==> src/rtl/cfu_pkg.sv <==
package cfu_pkg;

  typedef enum logic [1:0] {
    CLS_ADD   = 2'd0,
    CLS_SUB   = 2'd1,
    CLS_LOGIC = 2'd2,
    CLS_NONE  = 2'd3
  } opClass_e;

  typedef struct packed {
    logic n;
    logic z;
    logic c;
    logic v;
  } flags_t;

  typedef struct packed {
    logic loadWord;
    logic loadOp;
  } strobe_t;

  localparam int NUM_FLAGS = 4;

endpackage

==> src/rtl/cfu_ctrl.sv <==
module cfu_ctrl
  import cfu_pkg::*;
(
  input  logic      clk,
  input  logic      rst,
  input  logic      updEn,
  input  logic      statWrEn,
  input  opClass_e  opClass,
  output strobe_t   strb
);

  logic opValid;

  always_comb begin
    opValid = 1'b0;
    unique case (opClass)
      CLS_ADD, CLS_SUB, CLS_LOGIC: opValid = 1'b1;
      default:                     opValid = 1'b0;
    endcase
  end

  always_comb begin
    strb = '0;
    if (!rst) begin
      if (statWrEn) begin
        strb.loadWord = 1'b1;
      end else if (updEn && opValid) begin
        strb.loadOp = 1'b1;
      end
    end
  end

  // the two load strobes never fire together
  a_r3_strobe_exclusive: assert property (@(posedge clk) disable iff (rst)
    $onehot0({strb.loadWord, strb.loadOp}));

  // a status write wins over an operation update
  a_r3_word_priority: assert property (@(posedge clk) disable iff (rst)
    (statWrEn && updEn) |-> !strb.loadOp);

  // the reserved class never produces an update
  a_r8_reserved_class: assert property (@(posedge clk) disable iff (rst)
    (opClass == CLS_NONE) |-> !strb.loadOp);

endmodule

==> src/rtl/cfu_cond_eval.sv <==
module cfu_cond_eval
  import cfu_pkg::*;
(
  input  flags_t      flags,
  input  logic [3:0]  condCode,
  output logic        condTaken
);

  logic baseTrue;
  logic invertSel;

  always_comb begin
    baseTrue = 1'b1;
    unique case (condCode[3:1])
      3'd0: baseTrue = flags.z;
      3'd1: baseTrue = flags.c;
      3'd2: baseTrue = flags.n;
      3'd3: baseTrue = flags.v;
      3'd4: baseTrue = flags.c & ~flags.z;
      3'd5: baseTrue = ~(flags.n ^ flags.v);
      3'd6: baseTrue = ~flags.z & ~(flags.n ^ flags.v);
      default: baseTrue = 1'b1;
    endcase
  end

  assign invertSel = condCode[0] & (condCode[3:1] != 3'b111);
  assign condTaken = baseTrue ^ invertSel;

  // the top pair of codes is always true
  always_comb begin
    if (condCode[3:1] == 3'b111) begin
      a_r12_always_true: assert (condTaken);
    end
  end

endmodule

==> src/rtl/cfu_datapath.sv <==
module cfu_datapath
  import cfu_pkg::*;
#(
  parameter int DATA_W   = 64,
  parameter int HALF_W   = 32,
  parameter int STAT_W   = 32,
  parameter int FLAG_MSB = 31
) (
  input  logic              clk,
  input  logic              rst,
  input  strobe_t           strb,
  input  logic [DATA_W-1:0] opA,
  input  logic [DATA_W-1:0] opB,
  input  logic [DATA_W-1:0] opRes,
  input  opClass_e          opClass,
  input  logic              wide,
  input  logic [STAT_W-1:0] statWrData,
  output flags_t            flagsQ,
  output logic [STAT_W-1:0] statRd
);

  localparam int NUM_LANES = 2;
  localparam int FLAG_LSB  = FLAG_MSB - NUM_FLAGS + 1;

  flags_t laneFlags [NUM_LANES];
  flags_t opFlags;
  flags_t wordFlags;

  generate
    for (genvar g = 0; g < NUM_LANES; g++) begin : gLane
      localparam int LW = (g == 0) ? HALF_W : DATA_W;
      logic [LW-1:0] la, lb, lr;
      logic sa, sb, sr;
      flags_t lf;

      assign la = opA[LW-1:0];
      assign lb = opB[LW-1:0];
      assign lr = opRes[LW-1:0];
      assign sa = la[LW-1];
      assign sb = lb[LW-1];
      assign sr = lr[LW-1];

      always_comb begin
        lf.n = sr;
        lf.z = (lr == '0);
        unique case (opClass)
          CLS_ADD: begin
            lf.c = (lr < la);
            lf.v = (sa ^ sr) & (sb ^ sr);
          end
          CLS_SUB: begin
            lf.c = (la >= lb);
            lf.v = (sa ^ sb) & (sa ^ sr);
          end
          default: begin
            lf.c = 1'b0;
            lf.v = 1'b0;
          end
        endcase
      end

      assign laneFlags[g] = lf;
    end
  endgenerate

  assign opFlags = wide ? laneFlags[1] : laneFlags[0];

  always_comb begin
    wordFlags.n = statWrData[FLAG_MSB];
    wordFlags.z = statWrData[FLAG_MSB-1];
    wordFlags.c = statWrData[FLAG_MSB-2];
    wordFlags.v = statWrData[FLAG_LSB];
  end

  always_ff @(posedge clk) begin
    if (rst) begin
      flagsQ <= '0;
    end else if (strb.loadWord) begin
      flagsQ <= wordFlags;
    end else if (strb.loadOp) begin
      flagsQ <= opFlags;
    end
  end

  always_comb begin
    statRd = '0;
    statRd[FLAG_MSB:FLAG_LSB] = flagsQ;
  end

  // flags are clear in the cycle after reset
  a_r1_reset_clear: assert property (@(posedge clk) disable iff (rst)
    $past(rst) |-> (flagsQ == '0));

  // no load strobe means the flags are held
  a_r3_hold: assert property (@(posedge clk) disable iff (rst)
    (!strb.loadWord && !strb.loadOp) |=> $stable(flagsQ));

  // a status write lands in the packed word at the same positions
  a_r2_word_roundtrip: assert property (@(posedge clk) disable iff (rst)
    strb.loadWord |=> (statRd[FLAG_MSB:FLAG_LSB] == $past(statWrData[FLAG_MSB:FLAG_LSB])));

  // logical updates clear carry and overflow
  a_r7_logic_clears_cv: assert property (@(posedge clk) disable iff (rst)
    (strb.loadOp && opClass == CLS_LOGIC) |=> (!flagsQ.c && !flagsQ.v));

  // 64-bit subtract carry is the unsigned no-borrow test
  a_r6_sub_carry: assert property (@(posedge clk) disable iff (rst)
    (strb.loadOp && opClass == CLS_SUB && wide) |=> (flagsQ.c == ($past(opA) >= $past(opB))));

endmodule

==> src/rtl/cond_flag_unit.sv <==
module cond_flag_unit
  import cfu_pkg::*;
#(
  parameter int DATA_W   = 64,
  parameter int HALF_W   = 32,
  parameter int STAT_W   = 32,
  parameter int FLAG_MSB = 31
) (
  input  logic              clk,
  input  logic              rst,
  input  logic [DATA_W-1:0] opA,
  input  logic [DATA_W-1:0] opB,
  input  logic [DATA_W-1:0] opRes,
  input  logic [1:0]        opClass,
  input  logic              wide,
  input  logic              updEn,
  input  logic              statWrEn,
  input  logic [STAT_W-1:0] statWrData,
  input  logic [3:0]        condCode,
  output logic [STAT_W-1:0] statRd,
  output logic              condTaken
);

  strobe_t  strb;
  flags_t   flagsQ;
  opClass_e opClassE;

  assign opClassE = opClass_e'(opClass);

  cfu_ctrl uCtrl (
    .clk      (clk),
    .rst      (rst),
    .updEn    (updEn),
    .statWrEn (statWrEn),
    .opClass  (opClassE),
    .strb     (strb)
  );

  cfu_datapath #(
    .DATA_W   (DATA_W),
    .HALF_W   (HALF_W),
    .STAT_W   (STAT_W),
    .FLAG_MSB (FLAG_MSB)
  ) uDp (
    .clk        (clk),
    .rst        (rst),
    .strb       (strb),
    .opA        (opA),
    .opB        (opB),
    .opRes      (opRes),
    .opClass    (opClassE),
    .wide       (wide),
    .statWrData (statWrData),
    .flagsQ     (flagsQ),
    .statRd     (statRd)
  );

  cfu_cond_eval uCond (
    .flags     (flagsQ),
    .condCode  (condCode),
    .condTaken (condTaken)
  );

endmodule

==> config.mk <==
export PLATFORM = sky130hd
export DESIGN_NAME = cond_flag_unit
export DESIGN_NICKNAME = d
export VERILOG_FILES = /design/src/rtl/cfu_pkg.sv /design/src/rtl/cfu_ctrl.sv /design/src/rtl/cfu_cond_eval.sv /design/src/rtl/cfu_datapath.sv /design/src/rtl/cond_flag_unit.sv
export SDC_FILE = /design/constraint.sdc
export NUM_CORES = 1
export LEC_CHECK = 0
export BUFFER_PORTS_ARGS = -buffer_cell sky130_fd_sc_hd__clkbuf_2
export CORE_AREA = 2 2 103 105
export CTS_BUF_LIST = sky130_fd_sc_hd__clkbuf_4 sky130_fd_sc_hd__clkbuf_8 sky130_fd_sc_hd__clkbuf_16
export DETAILED_ROUTE_END_ITERATION = 6
export DIE_AREA = 0 0 105 107
export PLACE_DENSITY = 0.87
export SYNTH_ARGS = -nofsm -noshare
export SYNTH_HDL_FRONTEND = slang
export SYNTH_SLANG_ARGS = --single-unit
==> constraint.sdc <==
create_clock -name clk -period 6.1 [get_ports clk]
set_clock_uncertainty 0.2 [all_clocks]
set_input_delay 0.915 -clock clk [delete_from_list [all_inputs] [get_ports clk]]
set_output_delay 0.915 -clock clk [all_outputs]
set_load 0.03 [all_outputs]
Word level (Yosys, flattened, before mapping)
Cells that the tools add are included.

Bitwise gates (word level): 17. Equality and inequality tests: 9. Reductions and logical operators: 7. $lt $le $gt $ge: 4. Muxes and demuxes: 11.

Operators by type and width (number): 64-bit >= comparator (1); 64-bit zero test (1); 64-bit less-than comparator (1); 32-bit >= comparator (1); 32-bit zero test (1); 32-bit less-than comparator (1); 4-bit two-way mux (3); 3-bit equality test (second input constant) (3); 2-bit case mux with 2 select lines (2); 1-bit XOR (8); 1-bit bitwise AND (7); 1-bit case mux with 7 select lines (1); 3-bit by 2-bit equality test with 1-bit output (second input constant) (2); 1-bit two-way mux (4); 3-bit by 1-bit equality test with 1-bit output (second input constant) (1); 3-bit zero test (1); 3-bit != test (second input constant) (1); 3-bit OR reduction (1); 2-bit by 1-bit equality test with 1-bit output (second input constant) (1); 2-bit equality test (second input constant) (1); 2-bit zero test (1); 2-bit two-way mux (1); 1-bit NOT (2); 2-bit nonzero test (1); 1-bit logical AND (1).

Flip-flop bits (word level): 4. Bits of input ports: 235.

Logic depth before layout (Yosys ltp)
Gate-level depths: netlist of run 1.

Word-level depth: 9. Mapped depth: 9. Depth with buffers taken out: 9.

Hierarchy
From an unflattened synthesis of run 1, not the netlist that was laid out.

Cell total of the unflattened synthesis: 565. Area total of the unflattened synthesis: 4018.9 um^2.

Modules (own cells, without submodules): cfu_datapath (area an instance 3861.2 um^2, instances 1, cells an instance 544, seq. area each 80.1 um^2); cfu_cond_eval (area an instance 132.6 um^2, instances 1, cells an instance 18, seq. area each 0.0 um^2); cfu_ctrl (area an instance 25.0 um^2, instances 1, cells an instance 3, seq. area each 0.0 um^2).

Worst setup path after synthesis of run 1
No wires, ideal clock.

Path type: in2out. From: input condCode[1]. To: output condTaken. Path slack: 2.925 ns. Stages: 4. Arrival: 2.060 ns. Buffers on the path: 0. Cell sequence: mux4_2 > xor2_1 > nor2_1 > a21oi_1.

Cells in the longest elaborated chain, start to end: 3. Elaborated cells on any way between the ends: 11. Those cells by class: 7 x eq/ne; 1 x mux; 2 x bitwise; 1 x reduce/logical.

RTL lines: start, declared (RTL line cond_flag_unit.sv:19) `input logic [3:0] condCode,`; 3-bit equality test (tied with other cells) (RTL line cfu_cond_eval.sv:14) `unique case (condCode[3:1])`; 1-bit case mux with 7 select lines or 1-bit bitwise AND (tied branches) (RTL line cfu_cond_eval.sv:14, cfu_cond_eval.sv:26); 1-bit XOR * (RTL line cfu_cond_eval.sv:27) `assign condTaken = baseTrue ^ invertSel;`; end, declared (RTL line cond_flag_unit.sv:21) `output logic condTaken`.

Mark *: on every way between the ends. The rest lies on a longest branch, timed or not.

Final worst setup path of run 1
Ends and elaborated chain as after synthesis.

==> results of run 1 <==
[logic make-up (layout without fill, tap and decap cells)]
group	count (synthesis)	after routing
other	1	28
buffers and inverters	162	347
XOR/XNOR	5	5
AO/OA/AOI/OAI	127	127
multiplexers	5	5
flip-flops	4	4
AND/OR/NAND/NOR	111	111
adder cells (fa/ha/maj)	127	127
[per-layer routing]
metal | vias up | global-route usage, % | part of all wire [%]
met1 | 1976 | 20.8 | 38
met2 | 201 | 41.4 | 51
li1 | 2299 | - | -
met4 | 0 | 6.86 | 2.6
met3 | 28 | 4.38 | 8.1
met5 | - | 0 | 0
[per-stage QoR]
stage,setup slack [ps],cell area [um^2],total power [uW]
finish,2910,5140,418
global route,2860,5140,468
CTS,2900,5140,421
detailed placement,2900,5100,364
global placement,2930,5100,354
floorplan,2930,4090,244
[cell usage in the layout (no fill, tap or decap), types with 6 or more instances in the layout]
cell type and n:
nor4_1 18, clkbuf_2 211, ha_1 127, nor2_1 17, nand3_1 6, nand2_1 23
a21o_1 35, nand4_1 24, a21oi_1 44, inv_1 133, conb_1 28, o21ai_0 15
[area by class of cell]
cell class              instances  area (um^2)
inverters                     133          499
fillers                      1005         4950
well taps                     136          170
flip-flops and latches          4         80.1
repair buffers                211         1060
multi-input cells             403         3290
clock buffers                   3         41.3
[report_power, final]
group          leakage, uW  total (uW)  internal, uW  switching (uW)
clock            0.0000216        54.3          42.0            12.4
combinational      0.00329         334           149             184
sequential       0.0000330        30.1          28.2            1.93
[worst paths after layout]
kind	startpoint	endpoint
hold / removal	uDp.flagsQ[2]	uDp.flagsQ[2]
setup reg to reg	uDp.flagsQ[1]	uDp.flagsQ[1]
setup / recovery	condCode[1]	condTaken
hold reg to reg	uDp.flagsQ[2]	uDp.flagsQ[2]
[worst max-delay path, stage by stage]
cell and delay [ps]:
clkbuf_2 120, mux4_2 510, xor2_1 150, nor2_1 50
a21oi_1 100, clkbuf_2 210
==> results.toml, run 1 <==
[hold_path]
hold_path_class = "reg -> reg"
holdPathStages = 4

[clocking]
cts_hold_buf = 0
clk_pin_slew_ps = 30
cts.htree.levels = 1
clock_sinks = 4
cts_setup_buffers = 0
cts_buffers = 3
insertion_delay_ps = 210
cts_buffer_depth = 2
cts_root_buf = "clkbuf_8"
post_cts_resized = 0
cts_tree = "done"

[synth]
synthCells = 542
synth_most_common_cell = "inv_1"
synth_cell_types = 50
yosysTopAreaCell = "ha_1"
ys_seq_area_share_pct = 2.01
synth_warnings = 0
synth_top_family_by_area = "adder cells"
async_reset_ff_share_pct = 0
synthMuxAreaShare_pct = 1.57
yosys.area_share.adder_pct = 39.9
synth_commonest_cells = "133 x inv_1, 127 x ha_1, 44 x a21oi_1, 35 x a21o_1, 28 x buf_4"
syn_area_per_cell_um2 = 7.35
synth-seq-cells = 4
synth_top_area_share_pct = 39.9
synthSimpleGateAreaFrac_pct = 16.0
synth_xor_area_share_pct = 1.10
synth_area_leaders = "ha_1 40%, inv_1 13%, a21o_1 6.6%, a21oi_1 5.5%, buf_4 5.3%"
syn_area_um2 = 3980
synth_compound_gate_area_share_pct = 21.5
synth_edf_count = 0
synthFlopType = "dfxtp_1"

[layout]
regMostFlops = "uDp.flagsQ"
drive_gt1_share_pct = 29.7
area_growth_pct = 29.0
instances_no_fill = 890
final_core_util_pct = 50.9
largest_reg_flops = 4
nets = 1118
diodes = 0
top_regs = "uDp.flagsQ x4"

[timing]
fmax_mhz = 314
whs_ps = 435
hold_viol = 0
setup_viol = 0
min_period_ps = 3190
finalCritPeriodShare_pct = 52.2
tns_ps = 0
rsz0062_at_grt = "no"
slew_viol_final = 0

[floorplanning]
rows = 37
fp.coreArea_um2 = 10100
io_pins = 268
initial_core_util_pct = 39.5
dieWidth_um = 105
die_height_um = 107
dieArea_um2 = 11200

[setup_path]
worstPathArrival_ps = 2070
r2r_setup_slack_ps = 4620
startpoint_type = "primary input"
critical_path.max_fanout = 4
worstSetupPathType = "in -> out"
required_ps = 4980
r2r_cells = 5
cp-end-kind = "primary output"

[routing]
vias = 4504
wire_per_inst_um = 13.6
wl_mm = 12.1
drc = 0
ant_nets = 0
dr.pass1.iters = 4
dr.first_iter.drc_count = 144
routed_via_density = 5.06

[place]
post-dp-hpwl_mm = 11.6
dp_cells = 887
numPortBuffers = 211
routabilityCongestion = 0.883

[power]
powerDensity_nw_per_um2 = 81.3
p_leak_uw = 0.00335
max-vdd-ir-drop_v = 0.0000342

[flow_run]
maxCapViolations = 0

[grt]
grt_pass1_vias = 4488
grt_pass1_wl_mm = 19.1
antenna_found_initial = 0
grt_max_degree = 10
grt_use_total_pct = 20.6
grt-ovfl-total = 0

[outcome]
status = "completed"
No activity file was read; power rests on OpenSTA's default activity.
==> run 2, diff against run 1 <==
CORE_AREA = unset   (was 2 2 103 105)
CORE_MARGIN = 2   (was unset)
CORE_UTILIZATION = 40   (was unset)
DIE_AREA = unset   (was 0 0 105 107)
PLACE_DENSITY = 0.91   (was 0.87)
clock period = 2.8 ns   (was 6.1 ns; I/O delays follow)
==> results.toml, run 2 (synthesis gave the netlist of run 1 again) <==
[outcome]
status = "completed"

[timing]
hold_viol = 0
min_period_ps = 2420
slew_viol_final = 0
tns_ps = 0
fmax_mhz = 414
finalCritPeriodShare_pct = 86.3
setup_viol = 0
rsz0062_at_grt = "no"

[grt]
grt_pass1_vias = 4563
antenna_found_initial = 0
grt_use_total_pct = 21.6
grt-ovfl-total = 0
grt_max_degree = 10
grt_pass1_wl_mm = 19.7

[place]
routabilityCongestion = 0.892
numPortBuffers = 211
post-dp-hpwl_mm = 11.2

[floorplanning]
die_height_um = 104
io_pins = 268
dieWidth_um = 104
fp.coreArea_um2 = 9730
rows = 36
dieArea_um2 = 10800
initial_core_util_pct = 40.9

[routing]
routed_via_density = 5.01
dr.first_iter.drc_count = 107
wl_mm = 11.7
dr.pass1.iters = 4
ant_nets = 0
wire_per_inst_um = 13.2
drc = 0
vias = 4453

[hold_path]
worstHoldStart = "rst"
min_to = "uDp.flagsQ[2]"
hold_path_class = "in -> reg"
holdPathStages = 2

[setup_path]
crit_chain = "clkbuf_2 -> inv_1 -> ha_1 -> nand4_1 -> or4_4 -> nor4_2 -> nand2_1 -> o211ai_1 -> a22oi_2"
cp-end-kind = "flip-flop"
critical_path.max_fanout = 3
r2r_cells = 5
worstSetupPathType = "in -> reg"
r2r-start = "uDp.flagsQ[1]"
slowest_stage = "or4_4"
worstPathArrival_ps = 2310
startpoint_type = "primary input"
reg2reg_to = "uDp.flagsQ[1]"
required_ps = 2690
r2r_setup_slack_ps = 1370
slowest_delay_ps = 590

[flow_run]
maxCapViolations = 0

[power]
powerDensity_nw_per_um2 = 177
p_leak_uw = 0.00335
power_uw = 909
max-vdd-ir-drop_v = 0.0000827

[clocking]
clock_sinks = 4
insertion_delay_ps = 210
cts_root_buf = "clkbuf_8"
cts_buffer_depth = 2
clk_pin_slew_ps = 30
cts_setup_buffers = 0
cts.htree.levels = 1
cts_tree = "done"
cts_hold_buf = 0
cts_buffers = 3
post_cts_resized = 0

[layout]
largest_reg_flops = 4
drive_gt1_share_pct = 29.8
seq_area_um2 = 80.1
mostFrequentLayoutCell = "clkbuf_2"
nets = 1119
regMostFlops = "uDp.flagsQ"
area_growth_pct = 29.1
fillCellCount = 972
layout_common_cells = "211 x clkbuf_2, 133 x inv_1, 127 x ha_1"
top_regs = "uDp.flagsQ x4"
multi_input_area_um2 = 3290
diodes = 0
-- run 2: cell types whose count changed in the layout (fill, tap and decap cells not counted) --
cell | previous run | this run
buf_4 | 0 | 1
-- run 2: worst max-delay path, delay by kind of cell --
family | cells | cell delay, ps
AO/OA/AOI/OAI | 2 | 270
adder cells (fa/ha/maj) | 1 | 310
buffers and inverters | 2 | 160
AND/OR/NAND/NOR | 4 | 1140
-- run 2: stage by stage --
stage	util [%]	instances	worst slack (ps)	instance area [um^2]	hold WS, ps
final	52.9	888	382	5140	256
after global routing	52.9	888	249	5140	266
after CTS	52.9	888	349	5140	252
after detailed placement	52.4	885	129	5100	447
after global placement	52.4	885	162	5100	440
after floorplan	-	569	490	4090	289
-- run 2: per-layer routing --
layer,wire [um],GRT usage (%),vias to the layer above
met2,5980,42.5,188
met4,252,5.98,0
met1,4640,22.9,1941
met3,840,4.41,25
li1,-,-,2299
met5,0,0,-
-- run 2: layout make-up --
| cell class | instances | share of cell area (%) |
|---|---|---|
| sequential | 4 | 1.56 |
| tap | 133 | 3.24 |
| clock buffer | 3 | 0.803 |
| timing repair buffer | 212 | 20.7 |
| inverter | 133 | 9.71 |
| multi-input combinational | 403 | 64.0 |
-- run 2: worst max-delay path by stage --
stage / startpoint / endpoint / slack (ps) / cells after the start
after detailed placement: opA[21] / uDp.flagsQ[1] / 130 / 9
after global routing: opB[21] / uDp.flagsQ[1] / 250 / 10
after floorplan: opA[63] / uDp.flagsQ[1] / 490 / 8
after CTS: opA[21] / uDp.flagsQ[1] / 350 / 9
after global placement: opA[21] / uDp.flagsQ[1] / 160 / 9
final: opA[63] / uDp.flagsQ[1] / 380 / 9
-- run 2: power breakdown --
group	internal, uW	total [uW]	switching [uW]
Clock	91.3	117	26.1
Sequential	61.4	65.4	4.00
Combinational	327	726	399
Total	480	909	430
